## config.mk

```make
export PLATFORM = sky130hd
export DESIGN_NAME = e3_rx_alarm_irq
export DESIGN_NICKNAME = d
export VERILOG_FILES = /design/src/rtl/e3_alarm_pkg.sv /design/src/rtl/e3_oof_lof_mon.sv /design/src/rtl/e3_ais_mon.sv /design/src/rtl/e3_alarm_regs.sv /design/src/rtl/e3_rx_alarm_irq.sv
export SDC_FILE = /design/constraint.sdc
export NUM_CORES = 1
export LEC_CHECK = 0
export BUFFER_PORTS_ARGS = -buffer_cell sky130_fd_sc_hd__clkbuf_2
export CORE_ASPECT_RATIO = 0.7
export CORE_MARGIN = 5
export CORE_UTILIZATION = 35
export DETAILED_ROUTE_END_ITERATION = 10
export PLACE_DENSITY = 0.54
export SLEW_MARGIN = 0
export SYNTH_ARGS = -nofsm -noshare
export SYNTH_HDL_FRONTEND = slang
export SYNTH_SLANG_ARGS = --single-unit
```

## constraint.sdc

```tcl
create_clock -name clk -period 1.5 [get_ports clk]
set_input_delay 0 -clock clk [delete_from_list [all_inputs] [get_ports clk]]
set_output_delay 0 -clock clk [all_outputs]
set_load 0.01 [all_outputs]
```

## src/rtl/e3_alarm_pkg.sv

```systemverilog
package e3_alarm_pkg;
  localparam int REG_AW = 2;
  localparam int REG_DW = 8;
  localparam logic [REG_AW-1:0] ADDR_CFG  = 2'd0;
  localparam logic [REG_AW-1:0] ADDR_EN   = 2'd1;
  localparam logic [REG_AW-1:0] ADDR_STAT = 2'd2;
  localparam int BIT_AIS = 0;
  localparam int BIT_OOF = 1;
  localparam int BIT_LOF = 2;
  localparam int BIT_WIN = 7;
  localparam int NUM_COND = 3;

  // persistence window length in ticks for the chosen select
  function automatic int lof_window_ticks(logic long_sel, int short_ms, int long_ms);
    return long_sel ? long_ms : short_ms;
  endfunction

  // AIS verdict over a closed two-frame window
  function automatic logic ais_verdict(int zeros, int max_zeros);
    return zeros <= max_zeros;
  endfunction

  // next value of the consecutive errored-frame run
  function automatic int err_run_next(int run, logic err);
    return err ? run + 1 : 0;
  endfunction
endpackage

```

## src/rtl/e3_oof_lof_mon.sv

```systemverilog
module e3_oof_lof_mon
  import e3_alarm_pkg::*;
#(
  parameter int OOF_FRAMES   = 4,
  parameter int LOF_SHORT_MS = 1,
  parameter int LOF_LONG_MS  = 3
) (
  input  logic clk,
  input  logic rst_n,
  input  logic frame_sync,
  input  logic fbit_err,
  input  logic in_frame,
  input  logic tick_1ms,
  input  logic win_long,
  output logic oof,
  output logic lof,
  output logic oof_set,
  output logic oof_clr,
  output logic lof_set,
  output logic lof_clr
);
  localparam int EW = $clog2(OOF_FRAMES + 1);
  localparam int TW = $clog2(LOF_LONG_MS + 1);

  logic [EW-1:0] err_run;
  logic [TW-1:0] tick_cnt;
  logic          in_frame_q;
  logic          regain;
  logic          win_hit;

  assign regain  = in_frame && !in_frame_q;
  assign oof_set = !oof && frame_sync && fbit_err && (int'(err_run) == OOF_FRAMES - 1);
  assign oof_clr = oof && regain;
  assign win_hit = (int'(tick_cnt) + 1) >= lof_window_ticks(win_long, LOF_SHORT_MS, LOF_LONG_MS);
  assign lof_set = oof && !lof && !regain && tick_1ms && win_hit;
  assign lof_clr = lof && oof_clr;

  always_ff @(posedge clk or negedge rst_n) begin
    if (!rst_n) begin
      err_run    <= '0;
      tick_cnt   <= '0;
      in_frame_q <= 1'b0;
      oof        <= 1'b0;
      lof        <= 1'b0;
    end else begin
      in_frame_q <= in_frame;
      if (oof || oof_set)
        err_run <= '0;
      else if (frame_sync)
        err_run <= EW'(err_run_next(int'(err_run), fbit_err));
      if (!oof || lof || regain)
        tick_cnt <= '0;
      else if (tick_1ms)
        tick_cnt <= tick_cnt + TW'(1);
      if (oof_set)      oof <= 1'b1;
      else if (oof_clr) oof <= 1'b0;
      if (lof_set)      lof <= 1'b1;
      else if (lof_clr) lof <= 1'b0;
    end
  end
endmodule

```

## src/rtl/e3_ais_mon.sv

```systemverilog
module e3_ais_mon
  import e3_alarm_pkg::*;
#(
  parameter int AIS_MAX_ZEROS = 7
) (
  input  logic clk,
  input  logic rst_n,
  input  logic frame_sync,
  input  logic rx_bit,
  input  logic rx_bit_vld,
  output logic ais,
  output logic ais_set,
  output logic ais_clr
);
  localparam int ZW = $clog2(AIS_MAX_ZEROS + 2);
  localparam logic [ZW-1:0] ZSAT = ZW'(AIS_MAX_ZEROS + 1);

  logic [ZW-1:0] zcnt;
  logic [ZW-1:0] ztot;
  logic          pair_odd;
  logic          win_close;
  logic          verdict;
  logic          zero_in;

  assign zero_in   = rx_bit_vld && !rx_bit;
  assign ztot      = (zcnt == ZSAT) ? ZSAT : zcnt + ZW'(zero_in);
  assign win_close = frame_sync && pair_odd;
  assign verdict   = ais_verdict(int'(ztot), AIS_MAX_ZEROS);
  assign ais_set   = win_close && !ais && verdict;
  assign ais_clr   = win_close && ais && !verdict;

  always_ff @(posedge clk or negedge rst_n) begin
    if (!rst_n) begin
      zcnt     <= '0;
      pair_odd <= 1'b0;
      ais      <= 1'b0;
    end else begin
      if (frame_sync) pair_odd <= !pair_odd;
      zcnt <= win_close ? '0 : ztot;
      if (ais_set)      ais <= 1'b1;
      else if (ais_clr) ais <= 1'b0;
    end
  end
endmodule

```

## src/rtl/e3_alarm_regs.sv

```systemverilog
module e3_alarm_regs
  import e3_alarm_pkg::*;
(
  input  logic                clk,
  input  logic                rst_n,
  input  logic [REG_AW-1:0]   reg_addr,
  input  logic                reg_wr,
  input  logic [REG_DW-1:0]   reg_wdata,
  input  logic                reg_rd,
  input  logic [NUM_COND-1:0] flags,
  input  logic [NUM_COND-1:0] chg,
  output logic [REG_DW-1:0]   reg_rdata,
  output logic                irq_n,
  output logic                win_long,
  output logic [NUM_COND-1:0] irq_en,
  output logic [NUM_COND-1:0] irq_stat
);
  logic [REG_DW-1:0]   rd_mux;
  logic [NUM_COND-1:0] rd_clr;
  logic                unused_wbits;

  assign unused_wbits = ^reg_wdata[BIT_WIN-1:NUM_COND];
  assign rd_clr = (reg_rd && reg_addr == ADDR_STAT) ? '1 : '0;
  assign irq_n  = ~|(irq_stat & irq_en);

  always_comb begin
    rd_mux = '0;
    case (reg_addr)
      ADDR_CFG: begin
        rd_mux[BIT_WIN]        = win_long;
        rd_mux[NUM_COND-1:0]   = flags;
      end
      ADDR_EN:   rd_mux[NUM_COND-1:0] = irq_en;
      ADDR_STAT: rd_mux[NUM_COND-1:0] = irq_stat;
      default:   rd_mux = '0;
    endcase
  end

  always_ff @(posedge clk or negedge rst_n) begin
    if (!rst_n) begin
      win_long  <= 1'b0;
      irq_en    <= '0;
      irq_stat  <= '0;
      reg_rdata <= '0;
    end else begin
      if (reg_wr && reg_addr == ADDR_CFG) win_long <= reg_wdata[BIT_WIN];
      if (reg_wr && reg_addr == ADDR_EN)  irq_en   <= reg_wdata[NUM_COND-1:0];
      if (reg_rd) reg_rdata <= rd_mux;
      // new events win over the read clear
      irq_stat <= (irq_stat & ~rd_clr) | (chg & irq_en);
    end
  end
endmodule

```

## src/rtl/e3_rx_alarm_irq.sv

```systemverilog
module e3_rx_alarm_irq
  import e3_alarm_pkg::*;
#(
  parameter int OOF_FRAMES    = 4,
  parameter int LOF_SHORT_MS  = 1,
  parameter int LOF_LONG_MS   = 3,
  parameter int AIS_MAX_ZEROS = 7
) (
  input  logic        clk,
  input  logic        rst_n,
  input  logic        frame_sync,
  input  logic        fbit_err,
  input  logic        in_frame,
  input  logic        rx_bit,
  input  logic        rx_bit_vld,
  input  logic        tick_1ms,
  input  logic [1:0]  reg_addr,
  input  logic        reg_wr,
  input  logic [7:0]  reg_wdata,
  input  logic        reg_rd,
  output logic [7:0]  reg_rdata,
  output logic        irq_n
);
  logic oof, lof, ais;
  logic oof_set, oof_clr, lof_set, lof_clr, ais_set, ais_clr;
  logic win_long;
  logic [NUM_COND-1:0] flags, chg, irq_en, irq_stat;

  assign flags = {lof, oof, ais};
  assign chg   = {lof_set | lof_clr, oof_set | oof_clr, ais_set | ais_clr};

  e3_oof_lof_mon #(
    .OOF_FRAMES(OOF_FRAMES), .LOF_SHORT_MS(LOF_SHORT_MS), .LOF_LONG_MS(LOF_LONG_MS)
  ) u_frm (
    .clk(clk), .rst_n(rst_n), .frame_sync(frame_sync), .fbit_err(fbit_err),
    .in_frame(in_frame), .tick_1ms(tick_1ms), .win_long(win_long),
    .oof(oof), .lof(lof), .oof_set(oof_set), .oof_clr(oof_clr),
    .lof_set(lof_set), .lof_clr(lof_clr)
  );

  e3_ais_mon #(.AIS_MAX_ZEROS(AIS_MAX_ZEROS)) u_ais (
    .clk(clk), .rst_n(rst_n), .frame_sync(frame_sync), .rx_bit(rx_bit),
    .rx_bit_vld(rx_bit_vld), .ais(ais), .ais_set(ais_set), .ais_clr(ais_clr)
  );

  e3_alarm_regs u_regs (
    .clk(clk), .rst_n(rst_n), .reg_addr(reg_addr), .reg_wr(reg_wr),
    .reg_wdata(reg_wdata), .reg_rd(reg_rd), .flags(flags), .chg(chg),
    .reg_rdata(reg_rdata), .irq_n(irq_n), .win_long(win_long),
    .irq_en(irq_en), .irq_stat(irq_stat)
  );
endmodule

```

After elaboration in Yosys (flattened, before gate mapping):

Index checks and enable logic that the tools add are counted.

* register bits after elaboration: 25
* bits in latches: 0
* memory bits (writable): 0
* bits in read-only memories: 0
* bits of input ports: 20
* output and inout port bits: 9
* logic and storage cells: 85
* memories: 0

* add/sub/neg operators: 4
* multiply operators: 0
* div/mod/pow operators: 0
* $lt $le $gt $ge: 2
* eq/ne operators: 4
* shift operators: 0
* multiplexer cells: 17
* bitwise operators: 8
* reductions and logical operators: 38

Operators by type and width (number)
* $ge 32x32->1: 1
* $logic_and 1x1->1: 19
* $mux 3: 4
* $reduce_bool 2->1: 5
* $and 3x3->3: 3
* $logic_not 1->1: 9
* $pmux 3 s3: 1
* $mux 4: 2
* $mux 1: 7
* $mux 2: 3
* $add 4x1->4: 1
* $eq 4x4->1 const B: 1
* $le 4x3->1 const B: 1
* $add 2x1->3 const B: 1
* $add 3x1->3 const B: 1
* $eq 3x3->1 const B: 1
* $logic_or 1x1->1: 3
* $not 3->3: 1
* $or 1x1->1: 3
* $or 3x3->3: 1
* $reduce_or 3->1: 1
* $add 2x1->2 const B: 1
* $eq 2x1->1 const B: 1
* $eq 2x2->1 const B: 1
* $logic_not 2->1: 1

Depth between registers and ports, before layout:

Gate-level depths: netlist (run 1).

* depth after elaboration: 10
* mapped depth: 5
* gate-level depth less buffers: 5

Modules after synthesis:

A second synthesis (run 1) with hierarchy kept.

* cell total of the unflattened synthesis: 114
* area total of the unflattened synthesis: 1330.0 sq um

Modules (own cells, without submodules)
* e3_alarm_regs: times used 1, cells an instance 45, area each 574.3 sq um, seq. area each 275.3 sq um
* e3_oof_lof_mon: times used 1, cells an instance 41, area each 436.7 sq um, seq. area each 200.2 sq um
* e3_ais_mon: times used 1, cells an instance 25, area each 300.3 sq um, seq. area each 150.1 sq um
* e3_rx_alarm_irq: times used 1, cells an instance 3, area each 18.8 sq um, seq. area each 0.0 sq um

Worst setup path after synthesis (run 1):

No wires, ideal clock.

* kind: register to register
* start: register u_frm.tick_cnt[0]
* end: register u_frm.lof
* setup time: 119 ps
* arrival: 1499 ps
* data required time: 1381 ps
* setup slack: -118 ps
* stages on the path, launching flop included: 5
* buffers on the path: 0
* period minus slack after synthesis: 1618 ps
* cell sequence: dfrtp_1 fa_1 o21ba_1 o311a_1 o21a_1

* word-level cells in the longest chain between the ends: 4
* elaborated cells between the ends (all ways): 5
* classes of those cells: 1 x add/sub; 1 x order compare; 1 x mux; 2 x reduce/logical

RTL lines
* start, declared: line e3_oof_lof_mon.sv:26 `logic [TW-1:0] tick_cnt;`
* start signal, assigned: line e3_oof_lof_mon.sv:54 `tick_cnt <= tick_cnt + TW'(1);`
* $add 2x1->3 (*): line e3_oof_lof_mon.sv:34 `assign win_hit = (int'(tick_cnt) + 1) >= lof_window_ticks(win_long, LOF_SHORT_MS, LOF_LONG_MS);`
* $ge 32x32->1 (*): line e3_oof_lof_mon.sv:34
* $logic_and 1x1->1 (*): line e3_oof_lof_mon.sv:35 `assign lof_set = oof && !lof && !regain && tick_1ms && win_hit;`
* $mux 1 / $reduce_bool 2->1 (equally long branches)
* end signal, assigned: line e3_oof_lof_mon.sv:44 `lof <= 1'b0;`
* end signal, assigned: line e3_oof_lof_mon.sv:57 `if (lof_set) lof <= 1'b1;`
* end signal, assigned: line e3_oof_lof_mon.sv:58 `else if (lof_clr) lof <= 1'b0;`
* end, declared: line e3_oof_lof_mon.sv:16 `output logic lof,`

Mark *: on every way between the ends. The rest lies on a longest branch, timed or not.
A chain may end at the register's enable or synchronous reset.

Worst setup path after layout (run 1):

Ends and elaborated chain as after synthesis.

==> run summary, run 1 <==
status -> complete, but fails checks
failing checks -> negative setup slack
clk_lat worst skew -> 270 ps
GP Congestion -> 0.722
multi-input logic area -> 631 sq um
max-slew violation count -> 0
setup ws final -> -141 ps
IO Count -> 29
count of cell types in the netlist -> 39
CP max stage delay -> 490 ps
register bit total from synthesis -> 25
initial antenna violation count -> 0
adder-cell share of the synthesized area -> 0.0634
area delta synth->final -> 19.6%
XOR/XNOR Fraction of Synth Area -> 0.0451
Initial DRT Pass Iterations -> 4
clock skew -> 11.0 ps
fill cell count -> 378
Worst Tran Pin Value -> 626 ps
fin crit period -> 1640 ps
Post-CTS Setup Bufs -> 0
Critical Path Fanout Max -> 2
ys flop type -> dfrtp_1
top-area cell type share of the netlist area -> 0.480
dpl ws -> -105 ps
class of the worst hold path -> primary input to flip-flop
Synth Area in Simple Gates -> 0.163
maximum VDD drop -> 576 uV
sequential fraction of the synthesis area -> 0.480
CP Launch Type -> flip-flop
Post-synth EDFFs -> 0
die height -> 61.0 microns
Core ar. -> 3560 sq um
Synth Area in Compound Gates -> 0.122
Top delay family on crit path -> compound AO/OA/AOI/OAI gates
power per cell area -> 1080 nW/um^2
CP required -> 1660 ps
crit-path cells -> fa_1 > o21ba_4 > o311a_1 > o21a_1
CP Capture Type -> flip-flop
Worst-path clk slew -> 100 ps
P_leak -> 0.756 nW
initial DRC count -> 28
row count -> 18
unrepaired setup endpoints after global routing -> true
Clk Tree Root Cell -> clkbuf_8
Crit path arrival time -> 1800 ps
final wirelength -> 2.36 mm
CTS max path bufs -> 2
final hold vios -> 0
DR WL/cell -> 12.4 microns
chip width -> 82.9 microns
largest net degree at the start of global routing -> 26
DR DRC count -> 0
part of the cycle the worst path needs -> 1.09
fmax -> 609 MHz
CP Buf/Inv Count -> 0
Vias -> 863
clock sink count -> 25
post-route ant nets -> 0
Synth area leader -> dfrtp_1
synthesis warning total -> 0
Slowest-stage cell, CP -> fa_1
mean post-synth cell area -> 11.6 sq um
post-synthesis mux area share -> 0.0740
first-pass GRT wire length -> 4.17 mm
Gate Count Post-Synth -> 112
Via density -> 4.54
FF/Latch Area -> 626 sq um
# setup viols final -> 1
CTS tree -> yes
die area -> 5060 sq um
Final Power -> 1.68 mW
max-cap violations -> 0
Area contributors post-synth -> dfrtp_1, ha_1, mux2_2, mux2i_1, a21oi_1
CTS H-tree depth -> 1
GR Util All Layers -> 0.103
fin nets -> 167
crit path kind -> flip-flop to flip-flop
main combinational cell family by area after synthesis -> simple AND/OR/NAND/NOR gates
proportion of layout cells with a drive suffix above 1 -> 0.264
PortBufs -> 20
antenna cell count -> 0
Initial Utilization -> 0.366
Inserted Clock Buffers -> 3
relative slew slack -> 0.583
vias in the first global route -> 896
total global routing overflow -> 0
Post-Syn Area -> 1300 sq um
HPWL after DPL -> 1.81 mm
Post-synth ARST share -> 1.00
-- where the power goes --
group / switching (mW) / total (mW) / internal, mW
Clock: 0.218 / 0.406 / 0.188
Sequential: 0.118 / 0.913 / 0.794
Combinational: 0.159 / 0.357 / 0.198
-- synth_stat cells (2+ instances only) --
cell type / number
a21oi_1: 7
a2bb2oi_1: 4
and2_1: 4
nand3b_1: 3
nor3_1: 2
inv_1: 2
nor2_1: 5
mux2i_1: 4
nand3_1: 2
xor2_1: 3
buf_4: 4
nand2_1: 5
a22o_1: 2
mux2_2: 5
nand2b_1: 3
buf_2: 2
nor2b_1: 5
ha_1: 5
dfrtp_1: 25
-- state kept, by name, indices dropped and copies added, names as in the netlist --
register	count
u_frm.lof	1
u_ais.pair_odd	1
u_frm.tick_cnt	2
u_frm.err_run	3
u_regs.irq_en	3
u_ais.zcnt	4
u_regs.irq_stat	3
u_regs.win_long	1
u_frm.oof	1
u_frm.in_frame_q	1
u_ais.ais	1
u_regs.reg_rdata	4
-- cell usage in the layout, fill, tap and decap left out, types with 2 or more instances in the layout --
cell type,count
a21oi_1,7
a22o_1,2
a2bb2oi_1,4
and2_1,4
buf_4,3
clkbuf_2,20
clkbuf_8,3
conb_1,4
dfrtp_1,25
dlygate4sd3_1,6
ha_1,5
mux2_2,5
mux2i_1,4
nand2_1,5
nand2b_1,3
nand3_1,2
nand3b_1,3
nor2_1,5
nor2b_1,5
nor3_1,2
xor2_1,3
-- routing by layer --
metal	global-route usage	vias up	part of all wire
met2	0.160	18	0.41
met5	0	-	0
met3	0.0401	2	0.048
met1	0.142	397	0.53
li1	-	446	-
met4	0.0140	0	0.0055
-- what timing repair did --
| action | 4_1_cts | 5_1_grt |
|---|---|---|
| pin swaps | 0 | 1 |
| cloned | 0 | 0 |
| resized for setup | 1 | 2 |
| hold buffers | 6 | 0 |
| hold endpoints to repair | 30 | 0 |
| setup endpoints to repair | 1 | 2 |
-- area by class of cell --
cell class	count	share of cell area
clock buffer	3	0.0265
clock inverter	1	0.00482
inverter	2	0.00482
multi-input combinational	80	0.405
sequential	25	0.402
tap	50	0.0402
timing repair buffer	29	0.117
-- cells by family after synthesis --
family          count (synthesis)
xor+xnor                        5
simple gates                   35
buf+inv                        10
other cells                     1
flops                          25
compound gates                 21
mux                             9
fa+ha+maj                       6
-- metrics by stage --
step	hold slack, ps	TNS [ps]	cell area [sq um]	utilization	std cells
final	14.2	-141	1560	0.438	190
after CTS	8.59	-139	1550	0.436	190
after global routing	15.5	-252	1560	0.438	190
after global placement	48.2	-89.1	1440	0.405	180
after floorplan	-296	-97.9	1310	-	115
after detailed placement	55.5	-105	1440	0.405	180
-- worst reg2reg max path: stages, from the launching register on --
cell	delay (ps)
dfrtp_1	400
fa_1	490
o21ba_4	210
o311a_1	280
o21a_1	160
-- final timing paths --
path,startpoint,to,slack [ps],cells past startpoint
max,u_frm.tick_cnt[0]$_DFFE_PN0P_,u_frm.lof$_DFFE_PN0P_,-140,4
min,reg_rd,u_regs.reg_rdata[2]$_DFFE_PN0P_,10,2
max reg2reg,u_frm.tick_cnt[0]$_DFFE_PN0P_,u_frm.lof$_DFFE_PN0P_,-140,4
min reg2reg,u_regs.reg_rdata[2]$_DFFE_PN0P_,u_regs.reg_rdata[2]$_DFFE_PN0P_,530,2
max in group asynchronous,rst_n,u_frm.tick_cnt[0]$_DFFE_PN0P_,810,2
min in group asynchronous,rst_n,u_regs.reg_rdata[7]$_DFFE_PN0P_,270,2
(Power assumes the default switching activity.)
==> run 2, diff against run 1 <==
--- a/config.mk
+++ b/config.mk
@@ -8,10 +8,11 @@
 export BUFFER_PORTS_ARGS = -buffer_cell sky130_fd_sc_hd__clkbuf_2
 export CORE_ASPECT_RATIO = 0.7
 export CORE_MARGIN = 5
-export CORE_UTILIZATION = 35
+export CORE_UTILIZATION = 48
 export DETAILED_ROUTE_END_ITERATION = 10
-export PLACE_DENSITY = 0.54
+export PLACE_DENSITY = 0.71
 export SLEW_MARGIN = 0
 export SYNTH_ARGS = -nofsm -noshare
 export SYNTH_HDL_FRONTEND = slang
+export SYNTH_HIERARCHICAL = 1
 export SYNTH_SLANG_ARGS = --single-unit
==> run summary, run 2 <==
relative slew slack -> 0.590
max-slew violation count -> 0
FF/Latch Area -> 626 sq um
crit path kind -> flip-flop to flip-flop
Final Util -> 0.612
DR WL/cell -> 12.9 microns
GR peak layer -> met2
maximum VDD drop -> 873 uV
first-pass GRT wire length -> 4.04 mm
Post-Syn Area -> 1330 sq um
row count -> 16
met2 GRT Util -> 0.205
Synth top cells by count -> dfrtp_1, inv_1, a21oi_1
CP max stage delay -> 480 ps
Slowest-stage cell, CP -> fa_1
sequential fraction of the synthesis area -> 0.470
status -> complete, but fails checks
Synth area leader -> dfrtp_1
Core ar. -> 2720 sq um
adder-cell share of the synthesized area -> 0.0621
power per cell area -> 1120 nW/um^2
top-area cell type share of the netlist area -> 0.470
CP required -> 1660 ps
GR Util All Layers -> 0.136
CTS max path bufs -> 2
fin nets -> 179
clk_lat worst skew -> 260 ps
Worst Tran Pin Value -> 615 ps
post-route ant nets -> 0
# setup viols final -> 1
clock sink count -> 25
XOR/XNOR Fraction of Synth Area -> 0.0329
CTS H-tree depth -> 1
Post-synth EDFFs -> 0
fill cell count -> 224
met1 usage -> 0.190
most frequent cell after synthesis -> dfrtp_1
main combinational cell family by area after synthesis -> simple AND/OR/NAND/NOR gates
CTS tree -> yes
proportion of layout cells with a drive suffix above 1 -> 0.362
Post-synth ARST share -> 1.00
final std cells w/o fill -> 188
DP Area -> 1490 sq um
synthesis warning total -> 6
PortBufs -> 20
vias in the first global route -> 872
top flop regs -> u_ais/zcnt x4, u_regs/reg_rdata x4
HPWL after DPL -> 1.78 mm
Clk Tree Root Cell -> clkbuf_8
clock skew -> 2.80 ps
Post-Place Cells -> 173
total global routing overflow -> 0
initial DRC count -> 37
largest net degree at the start of global routing -> 26
die area -> 3940 sq um
antenna cell count -> 0
total negative slack -> -117 ps
crit-path cells -> inv_2 > fa_1 > a21oi_2 > nor3_2 > or2_1 > a22o_1
ys flop type -> dfrtp_1
Area contributors post-synth -> dfrtp_1, ha_1, mux2_4, mux2i_1, nand2b_1
most frequent cells in the layout -> dfrtp_1, clkbuf_2, buf_4, inv_1, dlygate4sd3_1
setup ws final -> -117 ps
Gate Count Post-Synth -> 114
die height -> 54.0 microns
class of the worst hold path -> primary input to flip-flop
fin crit period -> 1620 ps
area delta synth->final -> 25.3%
mean post-synth cell area -> 11.7 sq um
Via density -> 5.07
Inserted Clock Buffers -> 3
Synth Area in Compound Gates -> 0.0978
dpl ws -> -195 ps
IO Count -> 29
max-cap violations -> 0
Synth Area in Simple Gates -> 0.201
CP Launch Type -> flip-flop
Crit path arrival time -> 1780 ps
Critical Path Fanout Max -> 2
final hold vios -> 0
Design Area, Final -> 1670 sq um
Worst-path clk slew -> 80 ps
fmax -> 618 MHz
P_leak -> 0.816 nW
grt met3 use -> 0.0504
unrepaired setup endpoints after global routing -> true
chip width -> 72.9 microns
most common cell after layout, fill and taps aside -> dfrtp_1
Initial DRT Pass Iterations -> 4
count of cell types in the netlist -> 37
GP Congestion -> 0.750
multi-input logic area -> 674 sq um
post-synthesis mux area share -> 0.0724
DR DRC count -> 0
Vias -> 954
failing checks -> negative setup slack
register bit total from synthesis -> 25
CP Capture Type -> flip-flop
Initial Utilization -> 0.489
initial antenna violation count -> 0
final wirelength -> 2.43 mm
part of the cycle the worst path needs -> 1.08
[run 2: per-layer routing]
metal / wire length (microns) / vias to the layer above
met3: 140 / 0
met2: 1060 / 23
met5: 0 / -
met4: 0 / 0
met1: 1220 / 460
li1: - / 471
[run 2: through the flow]
stage                     power [mW]  hold slack, ps
after global routing            2.02            56.7
after floorplan                 1.25            -296
after global placement          1.42            38.7
final                           1.87            52.0
after detailed placement        1.44            49.4
after CTS                       1.87            34.7
[run 2: final timing paths]
check | startpoint | end | slack [ps] | cells past startpoint
setup / recovery | u_regs/win_long$_DFFE_PN0P_ | u_regs/irq_stat[2]$_DFF_PN0_ | -120 | 6
hold / removal | tick_1ms | u_frm/tick_cnt[0]$_DFFE_PN0P_ | 50 | 3
max in group asynchronous | rst_n | u_regs/irq_en[2]$_DFFE_PN0P_ | 830 | 2
min in group asynchronous | rst_n | u_frm/in_frame_q$_DFF_PN0_ | 270 | 2
setup reg to reg | u_regs/win_long$_DFFE_PN0P_ | u_regs/irq_stat[2]$_DFF_PN0_ | -120 | 6
hold reg to reg | u_regs/reg_rdata[7]$_DFFE_PN0P_ | u_regs/reg_rdata[7]$_DFFE_PN0P_ | 530 | 2
[run 2: what timing repair did]
action                                 4_1_cts  5_1_grt
pin swaps                                    7        3
setup buffers                                3        2
hold buffers                                 6        0
setup endpoints to repair                    4        4
endpoints found under the hold margin       30        0
gates resized for setup                      4        4
[run 2: power by group]
group / leakage [nW] / switching (mW) / internal (mW)
logic: 0.470 / 0.228 / 0.287
registers: 0.323 / 0.143 / 0.824
clock network: 0.0228 / 0.202 / 0.190
[run 2: logic make-up (layout without fill, tap and decap cells)]
group,Yosys count,count (layout)
compound gates,17,17
mux,8,8
fa+ha+maj,6,6
simple gates,37,37
other cells,1,4
xor+xnor,5,5
buf+inv,15,50
flops,25,25
[run 2: area by class of cell]
cell class / count / share of cell area
inverters: 9 / 0.0203
clock buffers: 4 / 0.0270
well taps: 36 / 0.0270
repair buffers: 37 / 0.146
flip-flops and latches: 25 / 0.375
multi-input cells: 77 / 0.405
[run 2: critical path: cells and delay by family, from the launching register on]
kind / cells / cell delay, ps
fa+ha+maj: 1 / 480
compound gates: 2 / 380
flops: 1 / 360
simple gates: 2 / 250
buf+inv: 1 / 50
==> run 3, diff against run 2 <==
--- a/config.mk
+++ b/config.mk
@@ -8,9 +8,10 @@
 export BUFFER_PORTS_ARGS = -buffer_cell sky130_fd_sc_hd__clkbuf_2
 export CORE_ASPECT_RATIO = 0.7
 export CORE_MARGIN = 5
-export CORE_UTILIZATION = 48
+export CORE_UTILIZATION = 50
+export CTS_BUF_LIST = sky130_fd_sc_hd__clkbuf_4
 export DETAILED_ROUTE_END_ITERATION = 10
-export PLACE_DENSITY = 0.71
+export PLACE_DENSITY = 0.77
 export SLEW_MARGIN = 0
 export SYNTH_ARGS = -nofsm -noshare
 export SYNTH_HDL_FRONTEND = slang
==> run summary, run 3 (synthesized netlist as in run 2, its figures left out) <==
relative slew slack -> 0.591
internal power -> 1.24 mW
first-pass GRT wire length -> 4.73 mm
Inserted Clock Buffers -> 3
CP required -> 1730 ps
status -> complete, but fails checks
multi-input logic area -> 682 sq um
power per cell area -> 1080 nW/um^2
proportion of layout cells with a drive suffix above 1 -> 0.359
Slowest-stage cell, CP -> fa_1
total global routing overflow -> 0
Critical Path Fanout Max -> 2
PortBufs -> 20
post-route ant nets -> 0
GR Util All Layers -> 0.167
max-slew violation count -> 0
IO Count -> 29
final hold vios -> 0
failing checks -> negative setup slack
die area -> 3810 sq um
dpl ws -> -130 ps
GP Congestion -> 0.775
DP Area -> 1490 sq um
die height -> 53.2 microns
crit-path cells -> inv_2 > fa_1 > a21oi_2 > nor3_1 > or2_1 > a22o_1
row count -> 15
Final Power -> 1.84 mW
register share of total power -> 0.525
Via density -> 5.29
clk_lat worst skew -> 330 ps
DR WL/cell -> 14.5 microns
vias in the first global route -> 1017
Clk Tree Root Cell -> clkbuf_4
part of the cycle the worst path needs -> 1.08
final wirelength -> 2.76 mm
Clk pwr share -> 0.171
top flop regs -> u_ais/zcnt x4, u_regs/reg_rdata x4
CP Capture Type -> flip-flop
P_leak -> 0.826 nW
CP max stage delay -> 470 ps
Worst Tran Pin Value -> 613 ps
Initial DRT Pass Iterations -> 5
combinational share of power -> 0.304
area delta synth->final -> 27.8%
setup ws final -> -124 ps
CP Buf/Inv Count -> 1
initial antenna violation count -> 0
fin nets -> 183
clock skew -> 10.7 ps
Initial Utilization -> 0.533
largest net degree at the start of global routing -> 26
initial DRC count -> 49
clock sink count -> 25
most frequent cells in the layout -> dfrtp_1, clkbuf_2, dlygate4sd3_1, buf_4, inv_1
unrepaired setup endpoints after global routing -> true
Vias -> 1005
final std cells w/o fill -> 190
CTS max path bufs -> 2
fin crit period -> 1620 ps
Final Util -> 0.681
Design Area, Final -> 1700 sq um
Core ar. -> 2500 sq um
class of the worst hold path -> primary input to flip-flop
sw frac -> 0.327
Top delay family on crit path -> adder cells
CTS tree -> yes
antenna cell count -> 0
CTS H-tree depth -> 1
# setup viols final -> 1
CP Launch Type -> flip-flop
most common cell after layout, fill and taps aside -> dfrtp_1
crit path kind -> flip-flop to flip-flop
HPWL after DPL -> 2.01 mm
maximum VDD drop -> 773 uV
DR DRC count -> 0
fill cell count -> 196
chip width -> 71.6 microns
FF/Latch Area -> 626 sq um
Worst-path clk slew -> 150 ps
Post-Place Cells -> 171
sw power -> 602 uW
fmax -> 616 MHz
max-cap violations -> 0
Crit path arrival time -> 1850 ps
[run 3: cell type report]
cell class                 count  area share
clock inverter                 1     0.00442
sequential                    25       0.368
multi-input combinational     77       0.401
tap                           34      0.0250
clock buffer                   3      0.0132
inverter                       9      0.0199
timing repair buffer          41       0.169
[run 3: final timing paths]
path / startpoint / to / slack, ps / cells past startpoint
worst max-delay path: u_regs/win_long$_DFFE_PN0P_ / u_regs/irq_stat[2]$_DFF_PN0_ / -120 / 6
worst min-delay path: reg_wr / u_regs/irq_en[0]$_DFFE_PN0P_ / 50 / 3
worst max register to register: u_regs/win_long$_DFFE_PN0P_ / u_regs/irq_stat[2]$_DFF_PN0_ / -120 / 6
worst min register to register: u_ais/pair_odd$_DFFE_PN0P_ / u_ais/pair_odd$_DFFE_PN0P_ / 540 / 1
max in group asynchronous: rst_n / u_regs/irq_stat[2]$_DFF_PN0_ / 910 / 2
min in group asynchronous: rst_n / u_frm/err_run[1]$_DFFE_PN0P_ / 190 / 2
[run 3: routing by layer]
| metal | global-route usage | share of wire |
|---|---|---|
| met2 | 0.287 | 0.49 |
| met4 | 0.0188 | 0.0047 |
| met3 | 0.0550 | 0.066 |
| met5 | 0 | 0 |
| met1 | 0.212 | 0.43 |
[run 3: metrics by stage]
step | hold WS, ps | TNS (ps)
floorplan | -296 | -120
global placement | 31.0 | -133
detailed placement | 41.8 | -241
CTS | 55.1 | -133
global route | 35.4 | -347
finish | 48.2 | -124
[run 3: worst register-to-register path, delay by kind of cell, from the launching register on]
| kind | cells | cell delay (ps) |
|---|---|---|
| adders and majority gates | 1 | 480 |
| DFF | 1 | 380 |
| AOI/OAI and AO/OA | 2 | 380 |
| and+or+nand+nor | 2 | 260 |
| buffers and inverters | 1 | 40 |
[run 3: power by group through the flow]
stage	registers, mW	logic, mW	clock network (mW)
after floorplan	0.947	0.300	0
after global placement	0.960	0.458	0
after detailed placement	0.971	0.479	0
after CTS	0.966	0.543	0.314
after global routing	0.990	0.630	0.355
final	0.967	0.559	0.314
[run 3: repair_timing]
item                                   in CTS  in global routing
endpoints found under the hold margin      34                  0
gates resized for setup                     6                  4
gates cloned                                0                  0
setup endpoints to repair                   3                  5
pin swaps                                   1                  5
hold buffers                               10                  0
setup buffers                               4                  1
